File: src/rtl/gpio_port_pkg.sv
package gpio_port_pkg;
    localparam int BUS_W = 8;
    localparam logic [BUS_W-1:0] ADDR_LVL = 8'h00;
    localparam logic [BUS_W-1:0] ADDR_PUL = 8'h01;
    localparam logic [BUS_W-1:0] ADDR_DIR = 8'h02;

    typedef enum logic [1:0] {
        PM_RUN = 2'd0,
        PM_KEEP = 2'd1,
        PM_OFF = 2'd2
    } pmode_e;
endpackage

File: src/rtl/gpio_in_sync.sv
module gpio_in_sync #(
    parameter int W = 5
) (
    input  logic         clk,
    input  logic         rst_n,
    input  logic [W-1:0] raw,
    output logic [W-1:0] synced
);
    typedef struct packed {
        logic [W-1:0] s1;
        logic [W-1:0] s2;
    } sync_t;

    sync_t sy_d, sy_q;

    always_comb begin
        sy_d    = sy_q;
        sy_d.s1 = raw;
        sy_d.s2 = sy_q.s1;
    end

    always_ff @(posedge clk or negedge rst_n) begin
        if (!rst_n) sy_q <= '0;
        else        sy_q <= sy_d;
    end

    assign synced = sy_q.s2;

    // the read path sees the level two edges old
    p_two_stage_r3: assert property (@(posedge clk) disable iff (!rst_n)
        1'b1 |=> (sy_q.s2 == $past(sy_q.s1)));
endmodule

File: src/rtl/gpio_port_regs.sv
module gpio_port_regs
    import gpio_port_pkg::*;
#(
    parameter int NPIN = 5,
    parameter int NPU  = 4
) (
    input  logic             clk,
    input  logic             rst_n,
    input  logic             bus_wr,
    input  logic [BUS_W-1:0] bus_addr,
    input  logic [BUS_W-1:0] bus_wdata,
    input  logic             stop_req,
    input  logic             stop_sel,
    input  logic             wake,
    output logic [NPIN-1:0]  lvl,
    output logic [NPIN-1:0]  dir,
    output logic [NPU-1:0]   pul
);
    typedef struct packed {
        pmode_e          mode;
        logic [NPIN-1:0] lvl;
        logic [NPIN-1:0] dir;
        logic [NPU-1:0]  pul;
    } port_st_t;

    port_st_t st_d, st_q;

    always_comb begin
        st_d = st_q;
        unique case (st_q.mode)
            PM_RUN: begin
                if (bus_wr) begin
                    if (bus_addr == ADDR_LVL) st_d.lvl = bus_wdata[NPIN-1:0];
                    if (bus_addr == ADDR_DIR) st_d.dir = bus_wdata[NPIN-1:0];
                    if (bus_addr == ADDR_PUL) st_d.pul = bus_wdata[NPU-1:0];
                end
                if (stop_req) begin
                    if (stop_sel) begin
                        st_d.mode = PM_OFF;
                        st_d.lvl  = '0;
                        st_d.dir  = '0;
                        st_d.pul  = '0;
                    end else begin
                        st_d.mode = PM_KEEP;
                    end
                end
            end
            PM_KEEP, PM_OFF: begin
                if (wake) st_d.mode = PM_RUN;
            end
            default: st_d.mode = PM_RUN;
        endcase
    end

    always_ff @(posedge clk or negedge rst_n) begin
        if (!rst_n) st_q <= '{mode: PM_RUN, lvl: '0, dir: '0, pul: '0};
        else        st_q <= st_d;
    end

    assign lvl = st_q.lvl;
    assign dir = st_q.dir;
    assign pul = st_q.pul;

    // power-down entry leaves every register cleared
    p_off_wipe_r8: assert property (@(posedge clk) disable iff (!rst_n)
        (st_q.mode == PM_RUN && stop_req && stop_sel)
        |=> (st_q.lvl == '0 && st_q.dir == '0 && st_q.pul == '0));

    // retention entry without a write keeps all registers
    p_keep_hold_r9: assert property (@(posedge clk) disable iff (!rst_n)
        (st_q.mode == PM_RUN && stop_req && !stop_sel && !bus_wr)
        |=> ($stable(st_q.lvl) && $stable(st_q.dir) && $stable(st_q.pul)));

    // nothing changes the registers while stopped
    p_stop_frozen_r10: assert property (@(posedge clk) disable iff (!rst_n)
        (st_q.mode != PM_RUN)
        |=> ($stable(st_q.lvl) && $stable(st_q.dir) && $stable(st_q.pul)));

    // a stop request while stopped does not switch the mode
    p_no_reenter_r11: assert property (@(posedge clk) disable iff (!rst_n)
        (st_q.mode != PM_RUN && !wake) |=> $stable(st_q.mode));
endmodule

File: src/rtl/gpio_pad_ctl.sv
module gpio_pad_ctl
    import gpio_port_pkg::*;
#(
    parameter int              NPIN     = 5,
    parameter int              NPU      = 4,
    parameter logic [NPIN-1:0] OUT_ONLY = 5'b10000
) (
    input  logic [NPIN-1:0]  lvl,
    input  logic [NPIN-1:0]  dir,
    input  logic [NPU-1:0]   pul,
    input  logic [NPIN-1:0]  synced,
    input  logic [BUS_W-1:0] bus_addr,
    output logic [BUS_W-1:0] bus_rdata,
    output logic [NPIN-1:0]  pin_out,
    output logic [NPIN-1:0]  pin_oe,
    output logic [NPIN-1:0]  pin_pu
);
    logic [NPIN-1:0] rd_lvl;

    for (genvar i = 0; i < NPIN; i++) begin : g_pin
        if (OUT_ONLY[i]) begin : g_oonly
            assign rd_lvl[i] = lvl[i];
        end else begin : g_bidir
            assign rd_lvl[i] = dir[i] ? lvl[i] : synced[i];
        end
        if (i < NPU && !OUT_ONLY[i]) begin : g_pu
            assign pin_pu[i] = pul[i] & ~dir[i];
        end else begin : g_nopu
            assign pin_pu[i] = 1'b0;
        end
    end

    assign pin_out = lvl;
    assign pin_oe  = dir;

    always_comb begin
        bus_rdata = '0;
        if (bus_addr == ADDR_LVL)      bus_rdata[NPIN-1:0] = rd_lvl;
        else if (bus_addr == ADDR_PUL) bus_rdata[NPU-1:0]  = pul;
        else if (bus_addr == ADDR_DIR) bus_rdata[NPIN-1:0] = dir;
    end

    // a driven pin never has its pull-up on
    p_no_pu_on_out_r6: assert final ((pin_pu & pin_oe) == '0);
    // unimplemented data bits read zero
    p_rsv_zero_r2: assert final ((bus_addr != ADDR_LVL) || (bus_rdata[BUS_W-1:NPIN] == '0));
endmodule

File: src/rtl/gpio_stop_port.sv
module gpio_stop_port
    import gpio_port_pkg::*;
#(
    parameter int              NPIN     = 5,
    parameter int              NPU      = 4,
    parameter logic [NPIN-1:0] OUT_ONLY = 5'b10000
) (
    input  logic             clk,
    input  logic             rst_n,
    input  logic             bus_wr,
    input  logic [7:0]       bus_addr,
    input  logic [7:0]       bus_wdata,
    output logic [7:0]       bus_rdata,
    input  logic             stop_req,
    input  logic             stop_sel,
    input  logic             wake,
    input  logic [NPIN-1:0]  pin_in,
    output logic [NPIN-1:0]  pin_out,
    output logic [NPIN-1:0]  pin_oe,
    output logic [NPIN-1:0]  pin_pu
);
    logic [NPIN-1:0] lvl, dir, synced;
    logic [NPU-1:0]  pul;

    gpio_in_sync #(.W(NPIN)) u_sync (
        .clk(clk), .rst_n(rst_n), .raw(pin_in), .synced(synced)
    );

    gpio_port_regs #(.NPIN(NPIN), .NPU(NPU)) u_regs (
        .clk(clk), .rst_n(rst_n),
        .bus_wr(bus_wr), .bus_addr(bus_addr), .bus_wdata(bus_wdata),
        .stop_req(stop_req), .stop_sel(stop_sel), .wake(wake),
        .lvl(lvl), .dir(dir), .pul(pul)
    );

    gpio_pad_ctl #(.NPIN(NPIN), .NPU(NPU), .OUT_ONLY(OUT_ONLY)) u_pad (
        .lvl(lvl), .dir(dir), .pul(pul), .synced(synced),
        .bus_addr(bus_addr), .bus_rdata(bus_rdata),
        .pin_out(pin_out), .pin_oe(pin_oe), .pin_pu(pin_pu)
    );

    // the output-only pin never gets a pull-up
    p_oonly_nopu_r4: assert property (@(posedge clk) disable iff (!rst_n)
        (pin_pu & OUT_ONLY) == '0);
endmodule

File: config.mk
export PLATFORM = sky130hd
export DESIGN_NAME = gpio_stop_port
export DESIGN_NICKNAME = d
export VERILOG_FILES = /design/src/rtl/gpio_port_pkg.sv /design/src/rtl/gpio_in_sync.sv /design/src/rtl/gpio_port_regs.sv /design/src/rtl/gpio_pad_ctl.sv /design/src/rtl/gpio_stop_port.sv
export SDC_FILE = /design/constraint.sdc
export NUM_CORES = 1
export LEC_CHECK = 0
export BUFFER_PORTS_ARGS = -buffer_cell sky130_fd_sc_hd__buf_2
export CORE_ASPECT_RATIO = 2
export CORE_MARGIN = 1.5
export CORE_UTILIZATION = 43
export DETAILED_ROUTE_END_ITERATION = 8
export PLACE_DENSITY_LB_ADDON = 0.08
export RECOVER_POWER = 50
export SETUP_SLACK_MARGIN = 0.2
export SLEW_MARGIN = 0
export SYNTH_ARGS = -nofsm -noshare
export SYNTH_HDL_FRONTEND = slang
export SYNTH_SLANG_ARGS = --single-unit
File: constraint.sdc
create_clock -name clk -period 1.7 [get_ports clk]
set_clock_uncertainty 0.15 [all_clocks]
set_input_delay 0.34 -clock clk [delete_from_list [all_inputs] [get_ports clk]]
set_output_delay 0.34 -clock clk [all_outputs]
set_load 0.005 [all_outputs]
# ---- After elaboration in Yosys (flattened, before gate mapping)
# Index checks and enable logic that the tools add are counted.
dict set report classes {
  eq_ne 6
  mux 17
  n_bitwise 8
  n_reduce_logical 4
}
# op count
set ops {}
lappend ops {{14-bit two-way mux} 2}
lappend ops {{5-bit two-way mux} 4}
lappend ops {{16-bit two-way mux} 1}
lappend ops {{8-bit by 1-bit equality test with 1-bit output (second input constant)} 1}
lappend ops {{8-bit by 2-bit equality test with 1-bit output (second input constant)} 1}
lappend ops {{8-bit zero test} 1}
lappend ops {{4-bit two-way mux} 2}
lappend ops {{1-bit two-way mux} 5}
lappend ops {{1-bit AND} 4}
lappend ops {{2-bit two-way mux} 2}
lappend ops {{2-bit inequality test (second input constant)} 2}
lappend ops {{1-bit inverter} 4}
lappend ops {{2-bit case mux with 2 select lines} 1}
lappend ops {{2-bit by 1-bit equality test with 1-bit output (second input constant)} 1}
lappend ops {{2-bit equality test (second input constant)} 1}
lappend ops {{2-bit zero test} 1}
lappend ops {{2-bit AND reduction} 1}
lappend ops {{2-bit OR reduction} 1}
dict set report totals {
  reg_bits 24
  input_bits 27
  output_inout_bits 23
  wordCells 41
}

# ---- Longest topological paths before layout
# Gate-level depths: netlist of run 1.
dict set report depth {
  depth_word 6
  mapped_depth 7
  depth_no_buf 5
}

# ---- By module
# From an unflattened synthesis of run 1, not the netlist that was laid out.
dict set report hier_totals {
  hier_cells 137
  area_unflattened_um2 1407.6
}
# mod n_inst cells_per_inst area_each_um2 seq_area_each_um2
set modules_own_cells {}
lappend modules_own_cells {gpio_port_regs 1 82 865.8 400.4}
lappend modules_own_cells {gpio_pad_ctl 1 45 291.5 0.0}
lappend modules_own_cells {gpio_in_sync 1 10 250.2 250.2}

# ---- Least setup slack after synthesis of run 1
# OpenSTA, ideal clock, no wires.
dict set report synth_path {
  path_kind {input-to-output}
  from {input bus_addr[7]}
  to {output bus_rdata[0]}
  arrival_time_ps 1253
  required_time_ps 1210
  slack_ps -43
  cell_stages 3
  n_path_buf 0
  cell_sequence {or4_4 nor3_4 o2111a_1}
}
dict set report synth_via {
  elab_chain_cells 4
  word_cells_on_any_way 6
  cone_classes {2 x eq/ne; 3 x mux; 1 x reduce/logical}
}
# element line
set synth_lines {}
lappend synth_lines {{start, declared} gpio_stop_port.sv:11} ;# input logic [7:0] bus_addr,
lappend synth_lines {{8-bit by 2-bit equality test with 1-bit output} gpio_pad_ctl.sv:40} ;# else if (bus_addr == ADDR_DIR) bus_rdata[NPIN-1:0] = dir;
lappend synth_lines {{5-bit two-way mux} gpio_pad_ctl.sv:40}
lappend synth_lines {{4-bit two-way mux} gpio_pad_ctl.sv:39} ;# else if (bus_addr == ADDR_PUL) bus_rdata[NPU-1:0] = pul;
lappend synth_lines {{5-bit two-way mux (*)} gpio_pad_ctl.sv:38} ;# if (bus_addr == ADDR_LVL) bus_rdata[NPIN-1:0] = rd_lvl;
lappend synth_lines {{end, declared} gpio_stop_port.sv:13} ;# output logic [7:0] bus_rdata,
# Mark *: on every way between the ends. The rest lies on a longest branch, timed or not.

# ---- Final worst setup path of run 1
dict set report layout_path {
  from {input bus_addr[7]}
  to {output bus_rdata[1]}
}
# Same word-level chain as after synthesis.

==> results of run 1 <==
through the flow:
stage | power [mW] | instance area (µm²) | utilization | hold slack [ns] | std cells
after global routing | 1.646 | 1759 | 0.5978 | 0.007633 | 201
after global placement | 0.9484 | 1584 | 0.5383 | 0.1842 | 193
after CTS | 1.488 | 1703 | 0.5787 | 0.02147 | 199
final | 1.565 | 1759 | 0.5978 | 0.02461 | 201
after floorplan | 0.8212 | 1339 | - | -0.1056 | 124
after detailed placement | 0.9791 | 1584 | 0.5383 | 0.1847 | 193
cell families after synthesis:
kind of cell	Yosys count	synth area share
adders and majority gates	1	0.009468
other	1	0.002838
and+or+nand+nor	40	0.2131
muxes	18	0.1364
DFF	24	0.4545
AOI/OAI and AO/OA	12	0.07197
buffers and inverters	25	0.1117
state kept, by name, indices dropped and copies added, names as in the netlist:
register	cells
u_regs.st_q	2
u_regs.lvl	5
u_regs.pul	4
u_sync.sy_d	4
u_regs.dir	5
u_sync.synced	4
timing repair:
item                       4_1_cts  5_1_grt
hold endpoints to repair        24        0
setup endpoints to repair       16       10
pin swaps                        5        3
hold buffers                     1        0
buffers inserted                 1        2
resized for setup                8        7
gates cloned                     0        0
layer usage:
metal  share of wire  vias up  wire, µm  GRT usage
li1                -      501         -          -
met3           0.036        4       101    0.01778
met2            0.57       32      1597     0.3215
met5               0        -         0          0
met1            0.38      469      1075     0.1854
met4           0.012        0        33    0.06563
layout by cell type (no fill, tap or decap), drive strengths merged, types with 4 or more instances in the layout:
master	count
buf	57
clkbuf	4
conb	4
dfrtp	24
inv	9
mux2i	18
nand2	23
nor2b	4
o2111a	4
o21ai	5
cell type report:
class                   instances  area, µm²  share of cell area
multi-input cells              75      620.6              0.3528
well taps                      30      37.54             0.02134
clock inverters                 1      30.03             0.01707
flip-flops and latches         24      601.8              0.3421
clock buffers                   3      41.29             0.02347
inverters                       9      33.78             0.01920
repair buffers                 59      394.1              0.2240
worst max path at each step:
stage | end | cells past startpoint | slack, ns | start
2_1_floorplan | bus_rdata[0] | 3 | -0.04 | bus_addr[7]
3_3_place_gp | bus_rdata[2] | 5 | -0.32 | bus_addr[7]
3_5_place_dp | bus_rdata[1] | 5 | -0.33 | bus_addr[7]
4_1_cts | bus_rdata[1] | 5 | -0.32 | bus_addr[7]
5_1_grt | bus_rdata[1] | 5 | -0.38 | bus_addr[7]
6_report | bus_rdata[1] | 5 | -0.32 | bus_addr[7]
power breakdown:
| part | total (mW) | internal [mW] | switching (mW) |
|---|---|---|---|
| registers | 0.621 | 0.605 | 0.0164 |
| logic | 0.451 | 0.228 | 0.224 |
| clock network | 0.492 | 0.314 | 0.178 |
==> results.ini, run 1 <==
[worst_hold_path]
hold_depth = 1
hp-start = pin_in[0]
min_path_type = in -> reg
min_to = u_sync.sy_d[0]$_DFF_PN0_

[setup_path]
critPathLaunchType = input port
end_kind = primary output
critPathMaxFanout = 4
path_cells = buf_6 > or4_4 > nor3_4 > o2111a_1 > buf_2
rrSetupSlack_ns = 0.25
reg2reg_depth = 6
cpPeakStageDelay_ns = 0.54
crit_buf_inv = 2
critPathTopFamily = simple AND/OR/NAND/NOR gates
required_ns = 1.21
regToRegStartpoint = u_regs.st_q[14]$_DFFE_PN0P_
rr_endpoint = u_regs.lvl[3]$_DFFE_PN0N_
cp_slowest_cell = or4_4
path_class = in -> out
worstPathArrival_ns = 1.53

[clocking]
clk_pin_slew_ns = 0.09
cts_tree = built
cts-buffers-inserted = 3
root_buffer = clkbuf_8
clkLatencyLatePin_ns = 0.26
cts.sinks = 24
clockBufferDepth = 2
htreeDepth = 1

[logic_synthesis]
synth_ff_type = dfrtp_1
synth_edf_count = 0
syn_inst = 121
synth_top_cell_by_area = dfrtp_1
yosysMostFrequentCell = dfrtp_1
syn_avg_cell_area_um2 = 10.92
synthesis.area_um2 = 1321
ys_ff_latch = 24
yosys_warnings = 0
ys_top_cells_by_count = dfrtp_1 (24), nand2_1 (23), mux2i_1 (18)
synthTopCellsByArea = dfrtp_1 (45%), mux2i_1 (14%), buf_4 (8.0%)
ys_async_sr_fraction = 1.000
yosysTopAreaCellShare = 0.4545
synth-seq-area-share = 0.4545
synth_cell_type_count = 26

[flow_run]
maxCapViolCount = 0

[timing]
rsz0062_at_grt = yes
post-route-period-util = 1.185
relSlewSlack = 0.5959
worst_pin_slew_ns = 0.6061
fin_ws_ns = -0.3150
max_freq_ghz = 0.4963
setup_viol = 4
hold_violations = 0
drv_slew = 0
finalCriticalPeriod_ns = 2.015
finalSetupTns_ns = -1.240

[floorplanning]
io_pins = 50
rows = 28
dieArea_um2 = 3434
initial_core_util = 0.4490
die_height_um = 81.39
fp.dieW_um = 42.20
core_um2 = 2943

[pwr]
vdd_drop_max_mv = 1.102
leakagePower_nw = 0.9624
powerDensity_nw_per_um2 = 889.6

[detailed_routing]
vias = 1006
drc = 0
avgRoutedWirePerCell_um = 13.97
firstDrtPassIters = 4
vias_per_cell = 5.005
first_iter_violations = 8
wl_mm = 2.807
antenna_left = 0

[grt]
grt_pass1_wl_mm = 4.443
grt_max_degree = 25
antenna_found_initial = 0
grt_util_all_layers = 0.1687
grt-ovfl-total = 0
grt_pass1_vias = 995

[cells_and_area]
diodes = 0
nFillCells = 267
drive_above_1_share = 0.4386
areaGrowthSynthToFinish_pct = 33.14
nets = 200

[outcome]
violations = negative setup slack
status = finished with violations

[placement]
dpl_worst_slack_ns = -0.3285
gp_congestion = 0.7740
dp_hpwl_mm = 2.158
portBuffers = 41

(Power assumes the default switching activity.)
==> run 2: changes to the inputs <==
- BUFFER_PORTS_ARGS: -buffer_cell sky130_fd_sc_hd__buf_2 -> default
- CORE_ASPECT_RATIO: 2 -> default
- CORE_MARGIN: 1.5 -> default
- CORE_UTILIZATION: 43 -> 55
- DONT_BUFFER_PORTS: default -> 1
- SETUP_SLACK_MARGIN: 0.2 -> 0.4
==> results.ini, run 2 (synthesized netlist as in run 1, its figures left out) <==
[outcome]
status = finished with violations
violations = negative setup slack

[floorplanning]
core_um2 = 2233  ; -24%
fp.dieW_um = 51.02  ; +21%
die_height_um = 51.02  ; -37%
dieArea_um2 = 2603  ; -24%
initial_core_util = 0.5916  ; +0.1426
rows = 17  ; -39%
io_pins = 50  ; unchanged

[placement]
dp_cells = 139  ; -28%
dpl_worst_slack_ns = -0.1246  ; +0.2040 ns
dp_hpwl_mm = 1.851  ; -14%
gp_congestion = 0.7446  ; -3.8%
portBuffers = 0  ; -100%

[clocking]
clkLatencyLatePin_ns = 0.31  ; +0.05 ns
clockBufferDepth = 2  ; unchanged
root_buffer = clkbuf_4
clk_pin_slew_ns = 0.13  ; +0.04 ns
htreeDepth = 1  ; unchanged
cts-buffers-inserted = 3  ; unchanged
cts_tree = built
cts.sinks = 24  ; unchanged

[pwr]
vdd_drop_max_mv = 1.208  ; +9.6%
switchingPower_mw = 0.4328  ; +3.6%
swShare = 0.2922  ; +0.02513
powerDensity_nw_per_um2 = 947.1  ; +6.5%
p_comb_frac = 0.302  ; +0.013
leakagePower_nw = 0.7301  ; -24%
clkPwrFrac = 0.275  ; -0.040
sequentialPowerShare = 0.423  ; +0.026
p_int_mw = 1.049  ; -8.6%

[setup_path]
critPathLaunchType = input port
required_ns = 1.21  ; about the same
critPathMaxFanout = 4  ; unchanged
end_kind = primary output
worstPathArrival_ns = 1.32  ; -0.21 ns
path_class = in -> out

[timing]
relSlewSlack = 0.6065  ; +0.01053
finalCriticalPeriod_ns = 1.814  ; -0.2009 ns
drv_slew = 0  ; unchanged
worst_pin_slew_ns = 0.5903  ; -0.01580 ns
max_freq_ghz = 0.5512  ; +11%
rsz0062_at_grt = yes
post-route-period-util = 1.067  ; -0.1182
fin_ws_ns = -0.1141  ; +0.2009 ns
setup_viol = 4  ; unchanged
hold_violations = 0  ; unchanged

[detailed_routing]
wl_mm = 2.676  ; -4.7%
drc = 0  ; unchanged
firstDrtPassIters = 4  ; unchanged
first_iter_violations = 11  ; +3
vias_per_cell = 5.742  ; +15%
avgRoutedWirePerCell_um = 17.26  ; +24%
antenna_left = 0  ; unchanged
vias = 890  ; -12%

[grt]
grt_max_degree = 25  ; unchanged
grt-ovfl-total = 0  ; unchanged
grt_busiest_layer = met2
grt_use_met3 = 0.03571  ; +0.01794
met2_usage = 0.3947  ; +0.07320
grt_util_all_layers = 0.2289  ; +0.06017
antenna_found_initial = 0  ; unchanged
grt_pass1_vias = 887  ; -11%
grt_pass1_wl_mm = 4.353  ; -2.0%
use_met1 = 0.3113  ; +0.1258

[cells_and_area]
layout.cells.most_common = dfrtp_1
drive_above_1_share = 0.3307  ; -0.1079
diodes = 0  ; unchanged
mostFrequentLayoutCells = dfrtp_1 (21), mux2i_1 (18), nand2_1 (18)
layoutNonFillerInstCount = 155  ; -23%
areaGrowthSynthToFinish_pct = 18.37
fin_util = 0.7003  ; +0.1025
nets = 156  ; -22%

[flow_run]
maxCapViolCount = 0  ; unchanged

[worst_hold_path]
min_path_type = in -> reg

[run 2: cell count changes in the layout (fill, tap and decap cells not counted), moves of 3 or more]
cell           change
buf_2             -35
clkbuf_8           -3
clkbuf_4           +3
nand2_1            -5
buf_6              -5
nand2_4            +4
buf_4              -9
dlygate4sd3_1      +4
nor2b_1            -4
[run 2: area by class of cell]
type | instances | area, µm²
fill | 169 | 669.4
inverter | 9 | 33.78
clock buffer | 3 | 22.52
sequential | 24 | 604.3
timing repair buffer | 13 | 115.1
tap | 28 | 35.03
multi-input combinational | 77 | 723.2
clock inverter | 1 | 30.03
[run 2: metal layers]
layer  vias to the layer above  part of all wire
met3                         4             0.070
li1                        412                 -
met4                         0            0.0052
met1                       433              0.43
met5                         -                 0
met2                        41              0.49
[run 2: path summary, 6_finish.rpt]
kind	from	cells past startpoint	to	slack [ns]
max	bus_addr[7]	3	bus_rdata[1]	-0.11
min	bus_wdata[0]	2	u_regs.dir[0]$_DFFE_PN0N_	0.01
max reg2reg	u_regs.st_q[14]$_DFFE_PN0P_	4	u_regs.lvl[2]$_DFFE_PN0N_	0.31
min reg2reg	u_sync.sy_d[1]$_DFF_PN0_	0	u_sync.synced[1]$_DFF_PN0_	0.21
max in group asynchronous	rst_n	2	u_regs.dir[1]$_DFFE_PN0N_	0.59
min in group asynchronous	rst_n	2	u_sync.sy_d[2]$_DFF_PN0_	0.40
[run 2: through the flow]
step | area (µm²) | power, mW | hold WS, ns | setup TNS [ns]
after CTS | 1524 | 1.455 | 0.01821 | -0.4532
after global routing | 1564 | 1.544 | 0.01027 | -0.6128
after detailed placement | 1315 | 0.9379 | -0.1053 | -0.4415
after global placement | 1315 | 0.9120 | -0.1052 | -0.4939
final | 1564 | 1.481 | 0.01193 | -0.4304
after floorplan | 1388 | 0.9088 | -0.1056 | -0.1587
[run 2: worst max-delay path, stage by stage]
cell      delay (ns)
or4_4           0.53
nor3_4          0.19
o2111a_1        0.25
[run 2: power groups by stage]
| stage | combinational (mW) | sequential (mW) | clock (mW) |
|---|---|---|---|
| 2_1_floorplan | 0.276 | 0.633 | 0 |
| 3_3_place_gp | 0.277 | 0.635 | 0 |
| 3_5_place_dp | 0.300 | 0.638 | 0 |
| 4_1_cts | 0.420 | 0.625 | 0.410 |
| 5_1_grt | 0.479 | 0.630 | 0.436 |
| 6_report | 0.447 | 0.626 | 0.408 |
[run 2: timing repair]
action | 4_1_cts | 5_1_grt
endpoints found under the hold margin | 28 | 24
endpoints found under the setup margin | 26 | 53
hold buffers | 5 | 1
setup buffers | 3 | 1
gates resized for setup | 20 | 9
pin swaps | 7 | 10
cloned | 2 | 0
